File: src/rtl/presence_scan_pkg.sv
package presence_scan_pkg;

    localparam logic [1:0] CODE_INSERT = 2'd1;
    localparam logic [1:0] CODE_EJECT  = 2'd3;

    typedef enum logic {
        ST_IDLE = 1'b0,
        ST_EMIT = 1'b1
    } scan_state_e;

endpackage

File: src/rtl/pcs_lowest_set.sv
// Finds the index of the lowest set bit of a vector.
module pcs_lowest_set #(
    parameter int W = 16,
    localparam int IW = (W > 1) ? $clog2(W) : 1
) (
    input  logic [W-1:0]  vec_i,
    output logic [IW-1:0] idx_o,
    output logic          any_o
);
    always_comb begin
        idx_o = '0;
        for (int i = W - 1; i >= 0; i--) begin
            if (vec_i[i]) begin
                idx_o = IW'(i);
            end
        end
        any_o = |vec_i;
    end
endmodule

File: src/rtl/pcs_event_encode.sv
// Turns the acknowledged bit of the selected slot into an event code.
module pcs_event_encode
    import presence_scan_pkg::*;
#(
    parameter int W = 16,
    localparam int IW = (W > 1) ? $clog2(W) : 1
) (
    input  logic [W-1:0]  level_i,
    input  logic [IW-1:0] idx_i,
    output logic [1:0]    code_o
);
    always_comb begin
        code_o = level_i[idx_i] ? CODE_INSERT : CODE_EJECT;
    end
endmodule

File: src/rtl/presence_scanner.sv
module presence_scanner
    import presence_scan_pkg::*;
#(
    parameter int               SLOTS    = 16,
    parameter logic [SLOTS-1:0] ACK_INIT = '0,
    localparam int              IDX_W    = (SLOTS > 1) ? $clog2(SLOTS) : 1
) (
    input  logic             clk,
    input  logic             rst_n,
    input  logic [SLOTS-1:0] present_i,
    input  logic             scan_i,
    input  logic             evt_ready_i,
    output logic             evt_valid_o,
    output logic [IDX_W-1:0] evt_slot_o,
    output logic [1:0]       evt_code_o,
    output logic             busy_o,
    output logic [SLOTS-1:0] ack_mask_o
);
    typedef struct packed {
        scan_state_e      st;
        logic             trig;
        logic [SLOTS-1:0] ack;
        logic [SLOTS-1:0] pend;
    } scan_regs_t;

    scan_regs_t       r_q, r_d;
    logic [IDX_W-1:0] head_idx;
    logic             head_any;
    logic [SLOTS-1:0] head_mask;
    logic [SLOTS-1:0] diff;
    logic [1:0]       head_code;

    pcs_lowest_set #(.W(SLOTS)) u_lowest (
        .vec_i (r_q.pend),
        .idx_o (head_idx),
        .any_o (head_any)
    );

    // During a scan the acknowledged register equals the scan's snapshot.
    pcs_event_encode #(.W(SLOTS)) u_encode (
        .level_i (r_q.ack),
        .idx_i   (head_idx),
        .code_o  (head_code)
    );

    always_comb begin
        r_d       = r_q;
        diff      = present_i ^ r_q.ack;
        head_mask = SLOTS'(1) << head_idx;
        r_d.trig  = r_q.trig | scan_i;
        case (r_q.st)
            ST_IDLE: begin
                if (r_q.trig) begin
                    r_d.ack  = present_i;
                    r_d.pend = diff;
                    r_d.trig = scan_i;
                    if (|diff) begin
                        r_d.st = ST_EMIT;
                    end
                end
            end
            ST_EMIT: begin
                if (evt_ready_i) begin
                    r_d.pend = r_q.pend & ~head_mask;
                    if (r_d.pend == '0) begin
                        r_d.st = ST_IDLE;
                    end
                end
            end
            default: r_d.st = ST_IDLE;
        endcase
    end

    always_ff @(posedge clk or negedge rst_n) begin
        if (!rst_n) begin
            r_q.st   <= ST_IDLE;
            r_q.trig <= 1'b0;
            r_q.ack  <= ACK_INIT;
            r_q.pend <= '0;
        end else begin
            r_q <= r_d;
        end
    end

    assign evt_valid_o = (r_q.st == ST_EMIT) && head_any;
    assign evt_slot_o  = head_idx;
    assign evt_code_o  = head_code;
    assign busy_o      = (r_q.st == ST_EMIT) | r_q.trig;
    assign ack_mask_o  = r_q.ack;

endmodule

File: config.mk
export PLATFORM = sky130hd
export DESIGN_NAME = presence_scanner
export DESIGN_NICKNAME = d
export VERILOG_FILES = /design/src/rtl/presence_scan_pkg.sv /design/src/rtl/pcs_lowest_set.sv /design/src/rtl/pcs_event_encode.sv /design/src/rtl/presence_scanner.sv
export SDC_FILE = /design/constraint.sdc
export NUM_CORES = 1
export LEC_CHECK = 0
export ABC_AREA = 0
export ABC_CLOCK_PERIOD_IN_PS = 3200
export BUFFER_PORTS_ARGS = -buffer_cell sky130_fd_sc_hd__buf_2
export CAP_MARGIN = 25
export CORE_MARGIN = 5
export CORE_UTILIZATION = 30
export DETAILED_ROUTE_END_ITERATION = 8
export SLEW_MARGIN = 30
export SYNTH_ARGS = -nofsm -noshare
export SYNTH_HDL_FRONTEND = slang
export SYNTH_SLANG_ARGS = --single-unit
File: constraint.sdc
create_clock -name clk -period 3.2 [get_ports clk]
set_input_delay 0.32 -clock clk [delete_from_list [all_inputs] [get_ports clk]]
set_output_delay 0.32 -clock clk [all_outputs]
set_load 0.1 [all_outputs]
# --- Yosys cells after proc, flatten, opt, wreduce, memory -nomap -nowiden ---
# Index checks and enable logic that the tools add are counted.
# W data, S select, Z words.
word_totals:
  word_cells: 47
  out_inout_bits: 24
  reg_bits: 34
  inputBits: 20
op_classes:
  mux: 27
  magnitude_cmp: 1
  bitwise_logic: 6
  n_eq_ne: 2
  shift: 1
  n_reduce_logical: 6
op_table:
  columns: ["operator", "count"]
  rows:
  - ["$mux W4", 16]
  - ["$mux W34", 1]
  - ["$pmux W16 S2", 1]
  - ["$reduce_or A16 Y1", 2]
  - ["$mux W17", 1]
  - ["$and A16 B16 Y16", 1]
  - ["$logic_not A16 Y1", 1]
  - ["$mux W16", 1]
  - ["$not A16 Y16", 1]
  - ["$shl A1 B4 Y16 const A", 1]
  - ["$xor A16 B16 Y16", 1]
  - ["$lt A4 B5 Y1 const B", 1]
  - ["$bmux W1 S4", 1]
  - ["$mux W1", 4]
  - ["$ne A2 B2 Y1 const B", 2]
  - ["$reduce_and A2 Y1", 2]
  - ["$mux W2", 1]
  - ["$or A1 B1 Y1", 2]
  - ["$pmux W1 S2", 1]
  - ["$logic_and A1 B1 Y1", 1]
  - ["$not A1 Y1", 1]

# --- Longest topological paths before layout ---
# Gate-level depths: netlist of the first run.
logic_depth:
  ltp_word: 23
  ltp_mapped: 10
  depth_no_buf: 9

# --- Hierarchy ---
# A second synthesis of the first run with hierarchy kept.
unflattened:
  hier_cells: 287
  hier_area_um2: 2353.5
by_module_without_submodules:
  columns: ["module", "seq_area_each_um2", "cells_each", "area_each_um2", "instances"]
  rows:
  - ["presence_scanner", 850.8, 244, 2029.4, 1]
  - ["pcs_lowest_set", 0.0, 34, 176.4, 1]
  - ["pcs_event_encode", 0.0, 9, 147.6, 1]

# --- Least setup slack after synthesis of the first run ---
# No wires, ideal clock.
synth_path:
  path_type: "reg2out"
  startpoint: "register r_q[2] in the netlist's numbering"
  endpoint: "output evt_code_o[1]"
  required_time_ns: 2.880
  path_stages_with_launch: 7
  arrival_ns: 3.801
  slack_ns: -0.921
  path_buffers: 0
  path_cell_list: "dfrtp_1 -> nor4_1 -> nand2_1 -> a21oi_1 -> a21oi_1 -> a32oi_1 -> o211a_1"
synth_via:
  elab_chain_cells: 6
synth_rtl:
  columns: ["item", "line", "text"]
  rows:
  - ["start: declaration", "presence_scanner.sv:26", "scan_regs_t r_q, r_d;"]
  - ["start signal: assignment", "presence_scanner.sv:81", "r_q <= r_d;"]
  - ["$mux W4 (3 in series)", "pcs_lowest_set.sv:13", "if (vec_i[i]) begin"]
  - ["net evt_slot_o[3]", "presence_scanner.sv:14", "output logic [IDX_W-1:0] evt_slot_o,"]
  - ["$bmux W1 S4", "pcs_event_encode.sv:13", "code_o = level_i[idx_i] ? CODE_INSERT : CODE_EJECT;"]
  - ["$mux W1 (implied by the code)", "pcs_event_encode.sv:13", null]
  - ["$mux W2", "pcs_event_encode.sv:13", null]
  - ["end: declaration", "presence_scanner.sv:15", "output logic [1:0] evt_code_o,"]
# The timed path passes the listed nets, and every way through them passes these cells. The select of a mux whose other input is x is not followed.

# --- Worst setup path in the final report of the first run ---
layout_path:
  startpoint: "register r_q[14] in the netlist's numbering"
  endpoint: "output evt_code_o[1]"
layout_via:
  elab_chain_cells: 18
layout_rtl:
  columns: ["item", "line"]
  rows:
  - ["$mux W4 (15 in series)", "pcs_lowest_set.sv:13"]
  - ["$bmux W1 S4", "pcs_event_encode.sv:13"]
  - ["$mux W1 (implied by the code)", "pcs_event_encode.sv:13"]
  - ["$mux W2", "pcs_event_encode.sv:13"]
# No other way between the ends. The select of a mux whose other input is x is not followed.

==> impl_metrics.ini, run 1 <==
[outcome]
run_status = finished clean

[finish]
multiInputGateArea_sq_mm = 0.00127
drive_gt1_frac = 0.281
most-common-layout-cells = nand2_1 (69), buf_2 (41), dfrtp_1 (30), o21ai_0 (26), buf_4 (19)
finalCoreUtilization = 0.361
regArea_sq_um = 856
syn2layout_area_growth_pct = 18.6
antenna_cells = 0
fillers = 832
num-nets-final = 339
final_common_cell = nand2_1

[yosys]
yosys_register_bits = 34
synthCells = 280
synth_seq_area_share = 0.368
ys_dominant_reg_cell = dfrtp_1
muxShareOfSynthArea = 0.0135
synth_top_family_by_area = compound AO/OA/AOI/OAI gates
syn_nets = 300
avgSynthCellArea_sq_um = 8.26
async_flop_share = 1.00
post_synth_num_cell_types = 49
synth_compound_area_frac = 0.236
ys_warn_count = 0
synthSimpleGateAreaFrac = 0.215
synth_adder_area_share = 0.00433
synth-edff-count = 0
syn_area_sq_mm = 0.00231
synthXorXnorAreaFrac = 0.0606

[worst_setup_path]
crit_buf_inv = 3
r2r_end = r_q[33]$_DFF_PN0_
r2r_cells = 10
crit_family = compound AO/OA/AOI/OAI gates
cp.arrival_ns = 2.72
crit_top_cell = buf_4
cp.required_ns = 2.88
rrSetupSlack_ns = 0.39
max_stage_delay_ns = 0.41
path_cells = nand2b_4 > a221o_1 > a2111oi_4 > buf_4 > nor2_2 > buf_4 > nand2_1 > a311oi_2 > o21ai_1 > o211a_1 > buf_12
crit_fanout = 5
crit_slowest_cell = a2111oi_4
rr_startpoint = r_q[14]$_DFFE_PN0P_
cp-end-kind = output port
startpoint_type = register
worstSetupPathType = register to output port

[timing]
tightestPinTransition_ns = 0.821
finalSetupTns_ns = 0
skew_ns = 0.00261
slew_headroom = 0.448
finalCritPeriodShare = 0.951
fin_hold_ws_ns = 0.120
max_freq_ghz = 0.329
timing.final.ws_setup_ns = 0.157
rsz0062_at_grt = false
hold_violations = 0
layout_min_cycle_time_ns = 3.04
setup_viol = 0
slew_violations = 0

[grt]
grt_max_degree = 35
grt_pass1_wl_microns = 11200
track_usage = 0.142
grt_pass1_vias = 2130
overflow = 0
antenna_found_initial = 0

[clock_network]
cts_htree_levels = 2
numCtsBuffers = 5
cts_tree = yes
cts_root_buf = clkbuf_8
clock_sinks = 34
clk_pin_slew_ns = 0.07
clk_path_buf_depth = 2
worst_skew_pair.late_latency_ns = 0.28

[route]
drc = 0
vias_per_cell = 5.23
routedWlPerCell_microns = 16.2
firstDrtPassIters = 4
vias = 2209
ant_nets = 0
detail_route.iter0.violations = 178
drt-total-wl_microns = 6830

[die]
dieWidth_microns = 97.8
coreArea_sq_mm = 0.00761
initial_core_util = 0.304
die_y_microns = 97.8
placementRows = 32
ios = 44
dieArea_sq_mm = 0.00957

[placed_design]
hpwlAfterDp_microns = 5190
post-place-ws_ns = 0.241
io_buffers = 42
gp_congestion = 0.954

[run]
drv_cap = 0

[worst_hold_path]
min-delay-path-class = input pin to asynchronous set/reset pin
==> per-stage QoR <==
step	instance area, sq um	std cells
5_1_grt	2740	422
6_report	2740	422
2_1_floorplan	2340	280
3_3_place_gp	2570	406
3_5_place_dp	2570	406
4_1_cts	2680	416
==> kinds of logic (layout without fill, tap and decap cells) <==
logic type | after synthesis | in the layout
AND/OR/NAND/NOR | 112 | 112
other | 1 | 1
adder cells (fa/ha/maj) | 1 | 1
XOR/XNOR | 16 | 16
buffers and inverters | 37 | 77
flip-flops | 34 | 34
AO/OA/AOI/OAI | 76 | 76
multiplexers | 3 | 3
==> worst max path at each step <==
stage,start,endpoint,slack (ns),depth (start not counted)
floorplan,r_q[7]$_DFFE_PN0P_,evt_code_o[1],0.01,7
global placement,r_q[14]$_DFFE_PN0P_,evt_code_o[1],0.32,8
detailed placement,r_q[14]$_DFFE_PN0P_,evt_code_o[1],0.24,8
CTS,r_q[14]$_DFFE_PN0P_,evt_code_o[1],0.06,8
global route,r_q[7]$_DFFE_PN0P_,evt_code_o[1],0.002,7
finish,r_q[14]$_DFFE_PN0P_,evt_code_o[1],0.16,11
==> worst reg2reg max path, cell delays in order (launching register included) <==
cell	delay [ns]
dfrtp_1	0.40
nand2b_4	0.14
a221o_1	0.36
a2111oi_4	0.41
o31a_1	0.26
buf_4	0.14
buf_4	0.12
nand2_1	0.09
o41a_1	0.34
o41ai_2	0.29
o211ai_1	0.13
==> synthesized netlist by cell type, types with 4 or more instances <==
library cell,count,area share
xor2_1,8,0.030
xnor2_1,8,0.030
buf_6,4,0.019
nand4_1,5,0.014
inv_1,7,0.011
o311ai_0,6,0.023
nor4_1,6,0.016
buf_4,17,0.055
dfrtp_1,34,0.37
nand2b_1,4,0.011
a21oi_1,12,0.026
nor2_1,16,0.026
clkbuf_1,7,0.011
nand2_1,69,0.11
o21ai_0,27,0.058
==> routing by layer <==
metal  up-vias  track usage  part of all wire
met2        90        0.233              0.47
met5         -            0                 0
met3        21       0.0257             0.056
met4         0       0.0532             0.034
li1       1050            -                 -
met1      1048        0.187              0.44
==> repair_timing <==
action,CTS,global route
hold buffers,0,0
gates cloned,0,0
pin swaps,1,4
buffers inserted,2,6
endpoints found under the setup margin,1,1
gates resized for setup,1,7
==> registers in the layout, indices dropped and copies added, names as in the netlist <==
| name | flops |
|---|---|
| r_q | 18 |
| ack_mask_o | 16 |
==> layout make-up <==
type                            count  share of cell area
Sequential cell                    34               0.312
Multi-Input combinational cell    209               0.463
Clock buffer                        7              0.0315
Timing Repair Buffer               61               0.134
Clock inverter                      1             0.00182
Tap cell                          102              0.0465
Inverter                            8              0.0114
Power of run 1 is not shown: default switching activity piles up to over one toggle a cycle in this logic, so the estimate is an artifact.
==> inputs of run 2 (changes only) <==
PLACE_DENSITY_LB_ADDON = 0.12   (was not set)
SYNTH_HIERARCHICAL = 1   (was not set)
==> run 2 against run 1 <==
  * Clock skew up 0.0021 ns
  * Clock-buffer cell count down 1
  * Cell count down 1.7%
  * Die area up 1.5%
  * Hold slack better by 0.0073 ns
  * Routed wire length up 3.9%
  * Highest routed layer unchanged
==> impl_metrics.ini, run 2 <==
[clock_network]
cts_tree = yes
clock_sinks = 34
cts_hold_buf = 0
cts_htree_levels = 2
cts_root_buf = clkbuf_8
clk_path_buf_depth = 2
worst_skew_pair.late_latency_ns = 0.28
cts_resized = 0
clk_pin_slew_ns = 0.07
numCtsBuffers = 5
cts_setup_buffers = 0

[yosys]
ys_dominant_reg_cell = dfrtp_1
synthTopCellsByArea = dfrtp_1 (36%), nand2_1 (12%), buf_4 (5.4%)
ys_warn_count = 6
synth_top_area_share = 0.362
synth_top_cell_by_area = dfrtp_1
syn_area_sq_mm = 0.00235
yosysMostFrequentCell = nand2_1
async_flop_share = 1.00
avgSynthCellArea_sq_um = 8.20
syn_nets = 307
post_synth_num_cell_types = 45
synthTopCellsByCount = nand2_1 (78), dfrtp_1 (34), a21oi_1 (19), nor2_1 (19), buf_4 (17)
yosys_register_bits = 34
synthCells = 287
synth-edff-count = 0
synth_seq_area_share = 0.362

[worst_setup_path]
r2r_end = r_q[33]$_DFF_PN0_
cp-end-kind = output port
path_cells = a21oi_1 > o311a_1 > o22ai_2 > buf_4 > mux4_1 > mux2i_1 > mux2_2 > buf_12
cp.arrival_ns = 2.64
rrSetupSlack_ns = 0.67
max_stage_delay_ns = 0.51
cp.required_ns = 2.88
startpoint_type = register
worstSetupPathType = register to output port
rr_startpoint = r_q[4]$_DFFE_PN0P_
crit_fanout = 18
crit_slowest_cell = dfrtp_1
r2r_cells = 8

[route]
detail_route.iter0.violations = 232
drc = 0
vias_per_cell = 5.12
firstDrtPassIters = 4
vias = 2123
ant_nets = 0
routedWlPerCell_microns = 17.1
wl_met3_microns = 380
highest_layer = met4
drt-total-wl_microns = 7090
wl_met2_microns = 3350
wl_met1_microns = 3300

[run]
drv_cap = 0

[placed_design]
dpl_cell_area_sq_mm = 0.00259
io_buffers = 42
gp_congestion = 0.876
placed_cells = 409
hpwlAfterDp_microns = 5380

[timing]
rsz0062_at_grt = false
hold_violations = 0
skew_ns = 0.00469
max_freq_ghz = 0.337
layout_min_cycle_time_ns = 2.96
tightestPinTransition_ns = 0.808
slew_violations = 0
setup_viol = 0
finalSetupTns_ns = 0
slew_headroom = 0.462
finalCritPeriodShare = 0.926
fin_hold_ws_ns = 0.128

[die]
dieWidth_microns = 98.6
dieArea_sq_mm = 0.00972
coreArea_sq_mm = 0.00769
initial_core_util = 0.306
ios = 44
placementRows = 32
die_y_microns = 98.6

[grt]
grt_pass1_wl_microns = 11600
overflow = 0
track_usage = 0.151
grt_pass1_vias = 2172
antenna_found_initial = 0
grt_max_degree = 35

[power]
power_uw = 2240
peakVddDrop_uv = 696
pwr_density_cell_mw_per_mm2 = 839
p_leak_uw = 0.00122

[worst_hold_path]
min-delay-path-class = input pin to asynchronous set/reset pin

[finish]
antenna_cells = 0
largest_reg_flops = 18
final_common_cell = nand2_1
fin_area_sq_mm = 0.00267
drive_gt1_frac = 0.220
regArea_sq_um = 851
fillers = 857
final_cells = 415
most-common-layout-cells = nand2_1 (78), buf_2 (41), dfrtp_1 (34), nor2_1 (19), a21oi_1 (19)
multiInputGateArea_sq_mm = 0.00132
syn2layout_area_growth_pct = 13.6
num-nets-final = 334
largest-register = r_q

[outcome]
run_status = finished clean
## run 2: cell count changes in the layout (fill, tap and decap cells not counted), sizes merged, moves of 4 or more
cell | previous run | this run
o21ai | 27 | 13
buf | 61 | 49
a31oi | 0 | 9
nand2 | 69 | 78
a21oi | 12 | 19
o311ai | 6 | 0
mux4 | 0 | 4
nor2 | 16 | 20
o22a | 0 | 4
## run 2: cells by family after synthesis
family,after synthesis,share of synthesized area
AOI/OAI and AO/OA,63,0.172
buffers and inverters,34,0.0882
xor gates and xnor gates,16,0.0595
other,1,0.00159
and+or+nand+nor,128,0.240
DFF,34,0.362
muxes,11,0.0776
## run 2: final cells by class
type                    instances  area share
well taps                     102      0.0477
multi-input cells             219       0.492
inverters                       5     0.00702
clock buffers                   6      0.0309
flip-flops and latches         34       0.318
repair buffers                 49       0.104
## run 2: worst max-delay path, delay by kind of cell, from the launching register on
kind                   cells  cell delay, ns
AO/OA/AOI/OAI              3            0.70
buffers and inverters      2            0.47
flip-flops                 1            0.51
multiplexers               3            0.65
## run 2: stage by stage
step,util,worst slack [ns]
2_1_floorplan,-,-0.362
3_3_place_gp,0.337,0.535
3_5_place_dp,0.337,0.537
4_1_cts,0.348,0.223
5_1_grt,0.348,0.101
6_report,0.348,0.235
## run 2: metal layers
metal  GRT usage  up-vias
li1            -     1033
met1       0.207     1021
met2       0.242       64
met3      0.0340        5
met4      0.0399        0
met5           0        -
## run 2: where the power goes
part           internal [uW]  leakage, uW  switching, uW  total [uW]
Clock                    166    0.0000431            154         320
Combinational            391     0.000771            939        1330
Sequential               490     0.000406            104         593
## run 2: how the worst max path moves through the flow
| stage | end | start | cells past startpoint |
|---|---|---|---|
| 4_1_cts | evt_code_o[1] | r_q[13]$_DFFE_PN0P_ | 8 |
| 3_5_place_dp | evt_code_o[1] | r_q[13]$_DFFE_PN0P_ | 8 |
| 2_1_floorplan | evt_code_o[1] | r_q[13]$_DFFE_PN0P_ | 6 |
| 5_1_grt | evt_code_o[1] | r_q[13]$_DFFE_PN0P_ | 8 |
| 6_report | evt_code_o[1] | r_q[13]$_DFFE_PN0P_ | 8 |
| 3_3_place_gp | evt_code_o[1] | r_q[13]$_DFFE_PN0P_ | 8 |
No activity file was read; power rests on OpenSTA's default activity.
==> inputs of run 3 (changes only) <==
CELL_PAD_IN_SITES_DETAIL_PLACEMENT = 1   (was not set)
CELL_PAD_IN_SITES_GLOBAL_PLACEMENT = 1   (was not set)
CTS_BUF_LIST = sky130_fd_sc_hd__clkbuf_8 sky130_fd_sc_hd__clkbuf_16   (was not set)
==> run 3 against run 2 <==
  * Hold slack worse by 0.014 ns
  * Combinational power grew 4%
  * Clock-buffer cell count is 2 higher
==> impl_metrics.ini, run 3 (same netlist as run 2, synthesis figures left out) <==
[outcome]
run_status = finished clean

[finish]
regArea_sq_um = 851
syn2layout_area_growth_pct = 15.4
largest-register = r_q
finalCoreUtilization = 0.353
multiInputGateArea_sq_mm = 0.00132
drive_gt1_frac = 0.230
largest_reg_flops = 18
num-nets-final = 336
fillers = 960
most-common-layout-cells = nand2_1 (78), buf_2 (41), dfrtp_1 (34), nor2_1 (19), a21oi_1 (19)
fin_area_sq_mm = 0.00272
final_common_cell = nand2_1
antenna_cells = 0

[grt]
grt_max_degree = 35
grt_pass1_wl_microns = 12900
antenna_found_initial = 0
overflow = 0
track_usage = 0.167
grt_pass1_vias = 2332

[clock_network]
clk_pin_slew_ns = 0.07
cts_tree = yes
worst_skew_pair.late_latency_ns = 0.29
cts_resized = 0
cts_setup_buffers = 0
cts_htree_levels = 2
clk_path_buf_depth = 2
clock_sinks = 34
cts_root_buf = clkbuf_8
cts_hold_buf = 0
numCtsBuffers = 5

[power]
p_sw_uw = 1230
peakVddDrop_uv = 794
p_leak_uw = 0.00124
pwr_density_cell_mw_per_mm2 = 859
p_comb_frac = 0.593
clockPowerShare = 0.164
power.internal_uw = 1100
power_frac_seq = 0.243
sw_frac_of_total = 0.528

[placed_design]
gp_congestion = 0.785
io_buffers = 42
dpl_cell_area_sq_mm = 0.00261
hpwlAfterDp_microns = 5920

[die]
initial_core_util = 0.306
dieArea_sq_mm = 0.00972
dieWidth_microns = 98.6
ios = 44
coreArea_sq_mm = 0.00769
die_y_microns = 98.6
placementRows = 32

[worst_setup_path]
cp-end-kind = output port
rr_startpoint = r_q[9]$_DFFE_PN0P_
r2r_end = r_q[33]$_DFF_PN0_
rrSetupSlack_ns = 0.59
r2r_cells = 9
crit_fanout = 18
cp.arrival_ns = 2.64
cp.required_ns = 2.88
worstSetupPathType = register to output port
startpoint_type = register

[worst_hold_path]
min-delay-path-class = input pin to asynchronous set/reset pin

[route]
vias_per_cell = 5.16
firstDrtPassIters = 5
vias = 2162
ant_nets = 0
detail_route.iter0.violations = 98
drc = 0
routedWlPerCell_microns = 18.5
drt-total-wl_microns = 7760

[timing]
rsz0062_at_grt = false
finalCritPeriodShare = 0.925
skew_ns = 0.00371
tightestPinTransition_ns = 0.800
hold_violations = 0
max_freq_ghz = 0.338
layout_min_cycle_time_ns = 2.96
slew_headroom = 0.467
slew_violations = 0
setup_viol = 0
fin_hold_ws_ns = 0.113

[run]
drv_cap = 0
## run 3: cell count changes in the layout (fill, tap and decap cells not counted), sizes merged
cell / change
buf: +2
clkbuf: +2
## run 3: routing by layer
metal  global-route usage  wire length, microns  up-vias
met4               0.0441                   115        0
met3               0.0248                   222        8
met5                    0                     0        -
met1                0.234                  3820     1071
li1                     -                     -     1039
met2                0.270                  3600       44
## run 3: worst max-delay path: stages (launching register included)
cell	delay, ns
dfrtp_1	0.43
inv_1	0.08
a21oi_1	0.06
o311a_1	0.31
o22ai_2	0.32
buf_4	0.29
mux4_1	0.31
mux2i_1	0.15
mux2_2	0.22
buf_12	0.18
## run 3: per-stage QoR
stage | power (uW) | instances | TNS, ns | setup WS, ns
6_report | 2330 | 419 | 0 | 0.240
5_1_grt | 2460 | 419 | 0 | 0.107
4_1_cts | 2350 | 419 | 0 | 0.225
3_5_place_dp | 1960 | 411 | 0 | 0.549
3_3_place_gp | 1940 | 411 | 0 | 0.558
2_1_floorplan | 1640 | 287 | -0.362 | -0.362
## run 3: how the worst max path moves through the flow
stage | startpoint | to | slack (ns)
2_1_floorplan | r_q[13]$_DFFE_PN0P_ | evt_code_o[1] | -0.36
3_3_place_gp | r_q[9]$_DFFE_PN0P_ | r_q[33]$_DFF_PN0_ | 0.56
3_5_place_dp | r_q[14]$_DFFE_PN0P_ | evt_code_o[1] | 0.55
4_1_cts | r_q[14]$_DFFE_PN0P_ | evt_code_o[1] | 0.22
5_1_grt | r_q[14]$_DFFE_PN0P_ | evt_code_o[1] | 0.11
6_report | r_q[14]$_DFFE_PN0P_ | evt_code_o[1] | 0.24
## run 3: power by group through the flow
stage | combinational (uW) | sequential [uW] | clock [uW]
after floorplan | 1070 | 566 | 0
after global placement | 1370 | 575 | 0
after detailed placement | 1380 | 578 | 0
after CTS | 1390 | 569 | 393
after global routing | 1460 | 579 | 418
final | 1380 | 567 | 382
## run 3: layout make-up
cell class / count / area share
clock buffer: 8 / 0.0405
inverter: 5 / 0.00691
multi-input combinational: 219 / 0.485
sequential: 34 / 0.313
tap: 102 / 0.0470
timing repair buffer: 51 / 0.108
